`src/rtl/act_seq_pkg.sv`:
```
package act_seq_pkg;

  typedef enum logic [1:0] {
    PH_HOLD = 2'd0,
    PH_UP   = 2'd1,
    PH_LEAD = 2'd2
  } supplyPhase_t;

  typedef enum logic [2:0] {
    MODE_PARK = 3'b001,
    MODE_TRI  = 3'b010,
    MODE_RUN  = 3'b100
  } mode_t;

  typedef struct packed {
    logic cntClear;
    logic cntInc;
  } cntStrobe_t;

endpackage

```
`src/rtl/act_seq_sync.sv`:
```
module act_seq_sync #(
  parameter int STAGES = 2,
  parameter bit RESET_VAL = 1'b0
) (
  input  logic clk,
  input  logic rstN,
  input  logic d,
  output logic q
);
  logic [STAGES-1:0] pipe;

  always_ff @(posedge clk or negedge rstN) begin
    if (!rstN) pipe <= {STAGES{RESET_VAL}};
    else       pipe <= {pipe[STAGES-2:0], d};
  end

  assign q = pipe[STAGES-1];
endmodule

```
`src/rtl/act_seq_datapath.sv`:
```
module act_seq_datapath
  import act_seq_pkg::*;
#(
  parameter int DELAY_CYCLES = 1000,
  parameter int LEAD_CYCLES  = 200,
  parameter int SYNC_STAGES  = 2
) (
  input  logic       clk,
  input  logic       rstN,
  input  logic       supplyOk,
  input  logic       enableN,
  input  logic       parkReqN,
  input  cntStrobe_t strobe,
  output logic       sOk,
  output logic       sEnN,
  output logic       sParkN,
  output logic       delayDone,
  output logic       leadDone
);
  localparam int MAXC = (DELAY_CYCLES > LEAD_CYCLES) ? DELAY_CYCLES : LEAD_CYCLES;
  localparam int CW   = $clog2(MAXC + 1);
  localparam int NSIG = 3;
  localparam logic [NSIG-1:0] RST_VALS = 3'b110;

  logic [NSIG-1:0] rawIn;
  logic [NSIG-1:0] syncOut;
  logic [CW-1:0]   cnt;

  assign rawIn = {parkReqN, enableN, supplyOk};

  for (genvar i = 0; i < NSIG; i++) begin : g_sync
    act_seq_sync #(.STAGES(SYNC_STAGES), .RESET_VAL(RST_VALS[i])) u_sync (
      .clk (clk),
      .rstN(rstN),
      .d   (rawIn[i]),
      .q   (syncOut[i])
    );
  end

  assign sOk    = syncOut[0];
  assign sEnN   = syncOut[1];
  assign sParkN = syncOut[2];

  always_ff @(posedge clk or negedge rstN) begin
    if (!rstN)               cnt <= '0;
    else if (strobe.cntClear) cnt <= '0;
    else if (strobe.cntInc)   cnt <= cnt + 1'b1;
  end

  assign delayDone = (cnt == CW'(DELAY_CYCLES - 1));
  assign leadDone  = (cnt == CW'(LEAD_CYCLES - 1));

  // shared counter never runs past the longer window
  p_cnt_range_r2: assert property (@(posedge clk) disable iff (!rstN)
    int'(cnt) < MAXC);

  // control never asks to clear and advance at once
  p_strobe_excl_r2: assert property (@(posedge clk) disable iff (!rstN)
    !(strobe.cntClear && strobe.cntInc));
endmodule

```
`src/rtl/act_seq_control.sv`:
```
module act_seq_control
  import act_seq_pkg::*;
(
  input  logic       clk,
  input  logic       rstN,
  input  logic       sOk,
  input  logic       sEnN,
  input  logic       sParkN,
  input  logic       delayDone,
  input  logic       leadDone,
  output cntStrobe_t strobe,
  output logic       porN,
  output logic       wrDisN,
  output mode_t      mode
);
  supplyPhase_t phase, phaseNext;
  mode_t        modeNext;

  always_comb begin
    phaseNext       = phase;
    strobe.cntClear = 1'b0;
    strobe.cntInc   = 1'b0;
    case (phase)
      PH_HOLD: begin
        if (!sOk) begin
          strobe.cntClear = 1'b1;
        end else if (delayDone) begin
          strobe.cntClear = 1'b1;
          phaseNext       = PH_UP;
        end else begin
          strobe.cntInc = 1'b1;
        end
      end
      PH_UP: begin
        strobe.cntClear = 1'b1;
        if (!sOk) phaseNext = PH_LEAD;
      end
      PH_LEAD: begin
        if (leadDone) begin
          strobe.cntClear = 1'b1;
          phaseNext       = PH_HOLD;
        end else begin
          strobe.cntInc = 1'b1;
        end
      end
      default: begin
        strobe.cntClear = 1'b1;
        phaseNext       = PH_HOLD;
      end
    endcase
  end

  always_comb begin
    if (phase == PH_HOLD || !sParkN) modeNext = MODE_PARK;
    else if (!sEnN)                  modeNext = MODE_RUN;
    else                             modeNext = MODE_TRI;
  end

  always_ff @(posedge clk or negedge rstN) begin
    if (!rstN) begin
      phase <= PH_HOLD;
      mode  <= MODE_PARK;
    end else begin
      phase <= phaseNext;
      mode  <= modeNext;
    end
  end

  assign porN   = (phase != PH_HOLD);
  assign wrDisN = (phase == PH_UP);

  // exactly one mode strobe
  p_mode_onehot_r10: assert property (@(posedge clk) disable iff (!rstN)
    $countones(mode) == 1);

  // reset low leads to park on the next edge
  p_por_parks_r6: assert property (@(posedge clk) disable iff (!rstN)
    !porN |=> (mode == MODE_PARK));

  // park request wins over everything
  p_park_req_r7: assert property (@(posedge clk) disable iff (!rstN)
    !sParkN |=> (mode == MODE_PARK));

  // write-disable already low before reset falls
  p_wr_leads_por_r5: assert property (@(posedge clk) disable iff (!rstN)
    $fell(porN) |-> (!wrDisN && $past(!wrDisN)));

  // both outputs release together
  p_rise_together_r2: assert property (@(posedge clk) disable iff (!rstN)
    $rose(porN) |-> $rose(wrDisN));

  // once write-disable drops with reset high, it stays low
  p_lead_no_release_r9: assert property (@(posedge clk) disable iff (!rstN)
    (!wrDisN && porN) |=> !wrDisN);

  // enable cannot leave park while reset is held
  p_enable_ignored_r8: assert property (@(posedge clk) disable iff (!rstN)
    (!porN && $past(!porN)) |-> (mode == MODE_PARK));
endmodule

```
`src/rtl/actuator_mode_seq.sv`:
```
module actuator_mode_seq
  import act_seq_pkg::*;
#(
  parameter int DELAY_CYCLES = 1000,
  parameter int LEAD_CYCLES  = 200,
  parameter int SYNC_STAGES  = 2
) (
  input  logic clk,
  input  logic rstN,
  input  logic supplyOk,
  input  logic enableN,
  input  logic parkReqN,
  output logic porN,
  output logic wrDisN,
  output logic modePark,
  output logic modeTri,
  output logic modeRun
);
  cntStrobe_t strobe;
  logic       sOk, sEnN, sParkN, delayDone, leadDone;
  mode_t      mode;

  act_seq_datapath #(
    .DELAY_CYCLES(DELAY_CYCLES),
    .LEAD_CYCLES (LEAD_CYCLES),
    .SYNC_STAGES (SYNC_STAGES)
  ) u_datapath (
    .clk      (clk),
    .rstN     (rstN),
    .supplyOk (supplyOk),
    .enableN  (enableN),
    .parkReqN (parkReqN),
    .strobe   (strobe),
    .sOk      (sOk),
    .sEnN     (sEnN),
    .sParkN   (sParkN),
    .delayDone(delayDone),
    .leadDone (leadDone)
  );

  act_seq_control u_control (
    .clk      (clk),
    .rstN     (rstN),
    .sOk      (sOk),
    .sEnN     (sEnN),
    .sParkN   (sParkN),
    .delayDone(delayDone),
    .leadDone (leadDone),
    .strobe   (strobe),
    .porN     (porN),
    .wrDisN   (wrDisN),
    .mode     (mode)
  );

  assign modePark = mode[0];
  assign modeTri  = mode[1];
  assign modeRun  = mode[2];
endmodule

```
`config.mk`:
```
export PLATFORM = sky130hd
export DESIGN_NAME = actuator_mode_seq
export DESIGN_NICKNAME = d
export VERILOG_FILES = /design/src/rtl/act_seq_pkg.sv /design/src/rtl/act_seq_sync.sv /design/src/rtl/act_seq_datapath.sv /design/src/rtl/act_seq_control.sv /design/src/rtl/actuator_mode_seq.sv
export SDC_FILE = /design/constraint.sdc
export NUM_CORES = 1
export LEC_CHECK = 0
export BUFFER_PORTS_ARGS = -buffer_cell sky130_fd_sc_hd__buf_2
export CORE_MARGIN = 2
export CORE_UTILIZATION = 40
export DETAILED_ROUTE_END_ITERATION = 6
export SLEW_MARGIN = 20
export SYNTH_ARGS = -nofsm -noshare
export SYNTH_HDL_FRONTEND = slang
export SYNTH_SLANG_ARGS = --single-unit
export TNS_END_PERCENT = 5
```
`constraint.sdc`:
```
create_clock -name clk -period 1.6 [get_ports clk]
set_clock_uncertainty 0.05 [all_clocks]
set_input_delay 0.08 -clock clk [delete_from_list [all_inputs] [get_ports clk]]
set_output_delay 0.08 -clock clk [all_outputs]
set_load 0.01 [all_outputs]
```
==> results.md <==
* Outcome: finished, final reports clean
* Post-Syn Area at between 800 and 900 um^2
* Die H at 51.2 um
* Met2 Usage GRT at between 20% and 30%
* Compound-Gate Fraction of Synth Area at under 10%
* Min Hold Slack at around 200 ps
* Synth warn at 0
* Post-place setup slack at roughly 94 ps
* Switching Fraction at 20.7%
* Total power at approximately 840 uW
* Grt ovf at 0
* CP delay by family, top: compound AO/OA/AOI/OAI gates
* Synth top cells by count: 16 x dfrtp_1, 15 x nor2_1, 8 x xnor2_1
* Clock Path Buffers at 2
* Clock slew at reported path FFs at about 110 ps
* Synthesized area per cell at about 12 um^2
* Crit path launch type: register
* Int Pwr at around 670 uW
* P_sw at ~170 uW
* Routability Congestion at approximately 0.73
* Netlist cell types at 24
* Yosys reg bits at 21
* Setup TNS at 0 ps
* Adder-Cell Fraction of Synth Area at approximately 1.4%
* Post-synth top area cell: dfrtp_1
* Initial Util at between 40% and 50%
* Count leader, synth: dfrtp_1
* RSZ-0062 raised after global routing: no
* Post-detailed-route DRC marker count at 0
* Max_slew headroom at 70.5%
* Gate Count Post-Synth at 76
* Total CTS buffers at 3
* Slowest cell on the critical path: dfrtp_1
* CP max stage delay at 410 ps
* CORE AREA at around 0.0022 mm^2
* Area contributors post-synth: dfrtp_1 45%, dfstp_2 15%, xnor2_1 7.9%
* P per Cell Area at roughly 800 mW/mm^2
* Area grow syn2layout at 17.3%
* Clock sinks at 21
* Number of enable flip-flop cells after synthesis at 0
* Reg power frac at 66.2%
* Clk root buf: clkbuf_4
* Ratio of final minimum period to clock period at between 90% and 100%
* Pleak at roughly 0.48 nW
* Max Clk Rate at 655 MHz
* Critical path capture point type: register
* Fin worst setup slack at about 74 ps
* Seq/Total Area, Yosys at 59.6%
* I/O pin count at 10
* Vias at 571
* Vias/cell at between 4 and 5
* PortBufs at 9
* All-Layer GR Usage at 13.2%
* Final min period at about 1500 ps
* H-Tree Level Count at 1
* Iter 0 DRT Violations at 4
* Crit Path Category: reg -> reg
* Nets at 101
* CTS tree: built
* Fin. Hold Viols at 0
* HPWL Detailed at 995 um
* Synth Area in Simple Gates at about a fifth
* DIE AREA at approximately 0.0026 mm^2
* FFs w/ async S/R, synth at 100%
* Fill count at roughly 230
* Clock Power Share at between 20 and 30%
* Worst slew pin tran at 443 ps
* Die width at between 50 and 60 um
* Mux share of post-synthesis cell area at 0%
* Vias in the first global route at roughly 570
* Critical-path maximum fanout at 5
* XOR/XNOR share of the synthesized area at a little under 9%
* Logic pwr share at 5.5%
* Detail Route Antenna Nets at 0
* Antenna diode count at 0
* Max Cap Violations at 0
* Largest net degree at the start of global routing at 22
* Final-report max-slew violation count at 0
* Largest family of logic cells by synthesized area: simple AND/OR/NAND/NOR gates
* Initial antenna violation count at 0
* Min-delay worst type: in -> async
* Routed wire per std cell at roughly 12 um
* CP bufs+invs at 0
* Worst EP required at around 1700 ps
* Crit-path cells: ha_2 > and4_4 > a31oi_2 > o21ai_2 > nor2_1
* Worst Path Arrival at ~1700 ps
* Postcts setup bufs at 0
* Most Used Layer, Global Route: met2
* Layout cells sized above 1 at between 20 and 30%
* Clk_lat worst skew at between 200 and 300 ps
* Synth top area share at between 40% and 50%
* GRT met3 Usage at about 2.6%
* GR Layer Usage met1 at around 17%
* Worst vdd ir at approximately 0.45 mV
* DR pass1 iterations at 4
* Syn_nets at 82
* Row count at 17
* Routed wire length at about 1.4 mm
* Top FF cell, synth: dfrtp_1
* Finish-stage setup viols at 0
* First-pass GRT wire length at approximately 2.5 mm
[final cells by class]
cell class / count / area [um^2] / area share, %
Sequential cell: 21 / 532 / 50.8
Clock buffer: 4 / 26.3 / 2.51
Multi-Input combinational cell: 52 / 349 / 33.4
Tap cell: 28 / 35.0 / 3.35
Timing Repair Buffer: 14 / 92.6 / 8.85
Inverter: 3 / 11.3 / 1.08
[layer usage]
metal	vias to the layer above	wire length (um)
li1	290	-
met1	274	716
met2	5	685
met3	2	35
met4	0	9
met5	-	0
[power by group through the flow]
| stage | logic (mW) | registers (mW) | clock network (mW) |
|---|---|---|---|
| 3_3_place_gp | 0.0365 | 0.566 | 0 |
| 2_1_floorplan | 0.0191 | 0.564 | 0 |
| 4_1_cts | 0.0450 | 0.556 | 0.259 |
| 3_5_place_dp | 0.0373 | 0.566 | 0 |
| 5_1_grt | 0.0532 | 0.559 | 0.275 |
| 6_report | 0.0461 | 0.556 | 0.237 |
[metrics by stage]
stage	utilization, %	cell area, um^2	std cells
after floorplan	-	892	76
after global placement	44.6	968	113
after detailed placement	44.6	968	113
after CTS	47.7	1030	121
after global routing	48.2	1050	122
final	48.2	1050	122
[repair_timing]
item	CTS	global route
endpoints found under the hold margin	19	0
setup endpoints to repair	0	10
gates resized for setup	0	1
hold buffers	4	0
[final timing paths]
kind	from	end	slack (ps)	cells past startpoint
max in group asynchronous	rstN	u_control.mode[0]$_DFF_PN1_	950	2
worst min-delay path	rstN	u_datapath.cnt[7]$_DFFE_PN0P_	200	2
worst min register to register	u_datapath.g_sync[0].u_sync.pipe[0]$_DFF_PN0_	u_datapath.g_sync[0].u_sync.pipe[1]$_DFF_PN0_	310	0
worst max register to register	u_datapath.cnt[0]$_DFFE_PN0P_	u_datapath.cnt[5]$_DFFE_PN0P_	70	5
worst max-delay path	u_datapath.cnt[0]$_DFFE_PN0P_	u_datapath.cnt[5]$_DFFE_PN0P_	70	5
min in group clk	u_datapath.g_sync[0].u_sync.pipe[0]$_DFF_PN0_	u_datapath.g_sync[0].u_sync.pipe[1]$_DFF_PN0_	310	0
[sequential cells by signal (all words and copies together), names as in the netlist]
signal / count
u_control.mode: 3
u_control.phase: 2
u_datapath.cnt: 10
u_datapath.g_sync.u_sync.pipe: 6
[kinds of logic after synthesis]
family / count (synthesis)
simple gates: 36
flops: 21
xor+xnor: 9
compound gates: 5
buf+inv: 4
fa+ha+maj: 1
[placed cells by master, fill, tap and decap left out, drive strengths merged]
cell | synthesis | layout
o21ai | 1 | 2
o2bb2ai | 1 | 1
nor2b | 1 | 1
inv | 3 | 3
dfrtp | 16 | 16
dfstp | 5 | 5
xnor2 | 8 | 8
nand2 | 4 | 4
nand3b | 1 | 1
nand4b | 1 | 1
dlygate4sd3 | 0 | 4
xor2 | 1 | 1
nor3b | 1 | 1
a41oi | 1 | 1
or2 | 1 | 1
and3 | 2 | 2
and2b | 1 | 1
nor2 | 15 | 15
buf | 1 | 10
clkbuf | 0 | 4
nor3 | 5 | 5
ha | 1 | 1
nand3 | 3 | 3
and4 | 1 | 1
a31oi | 2 | 2
(Power assumes the default switching activity.)
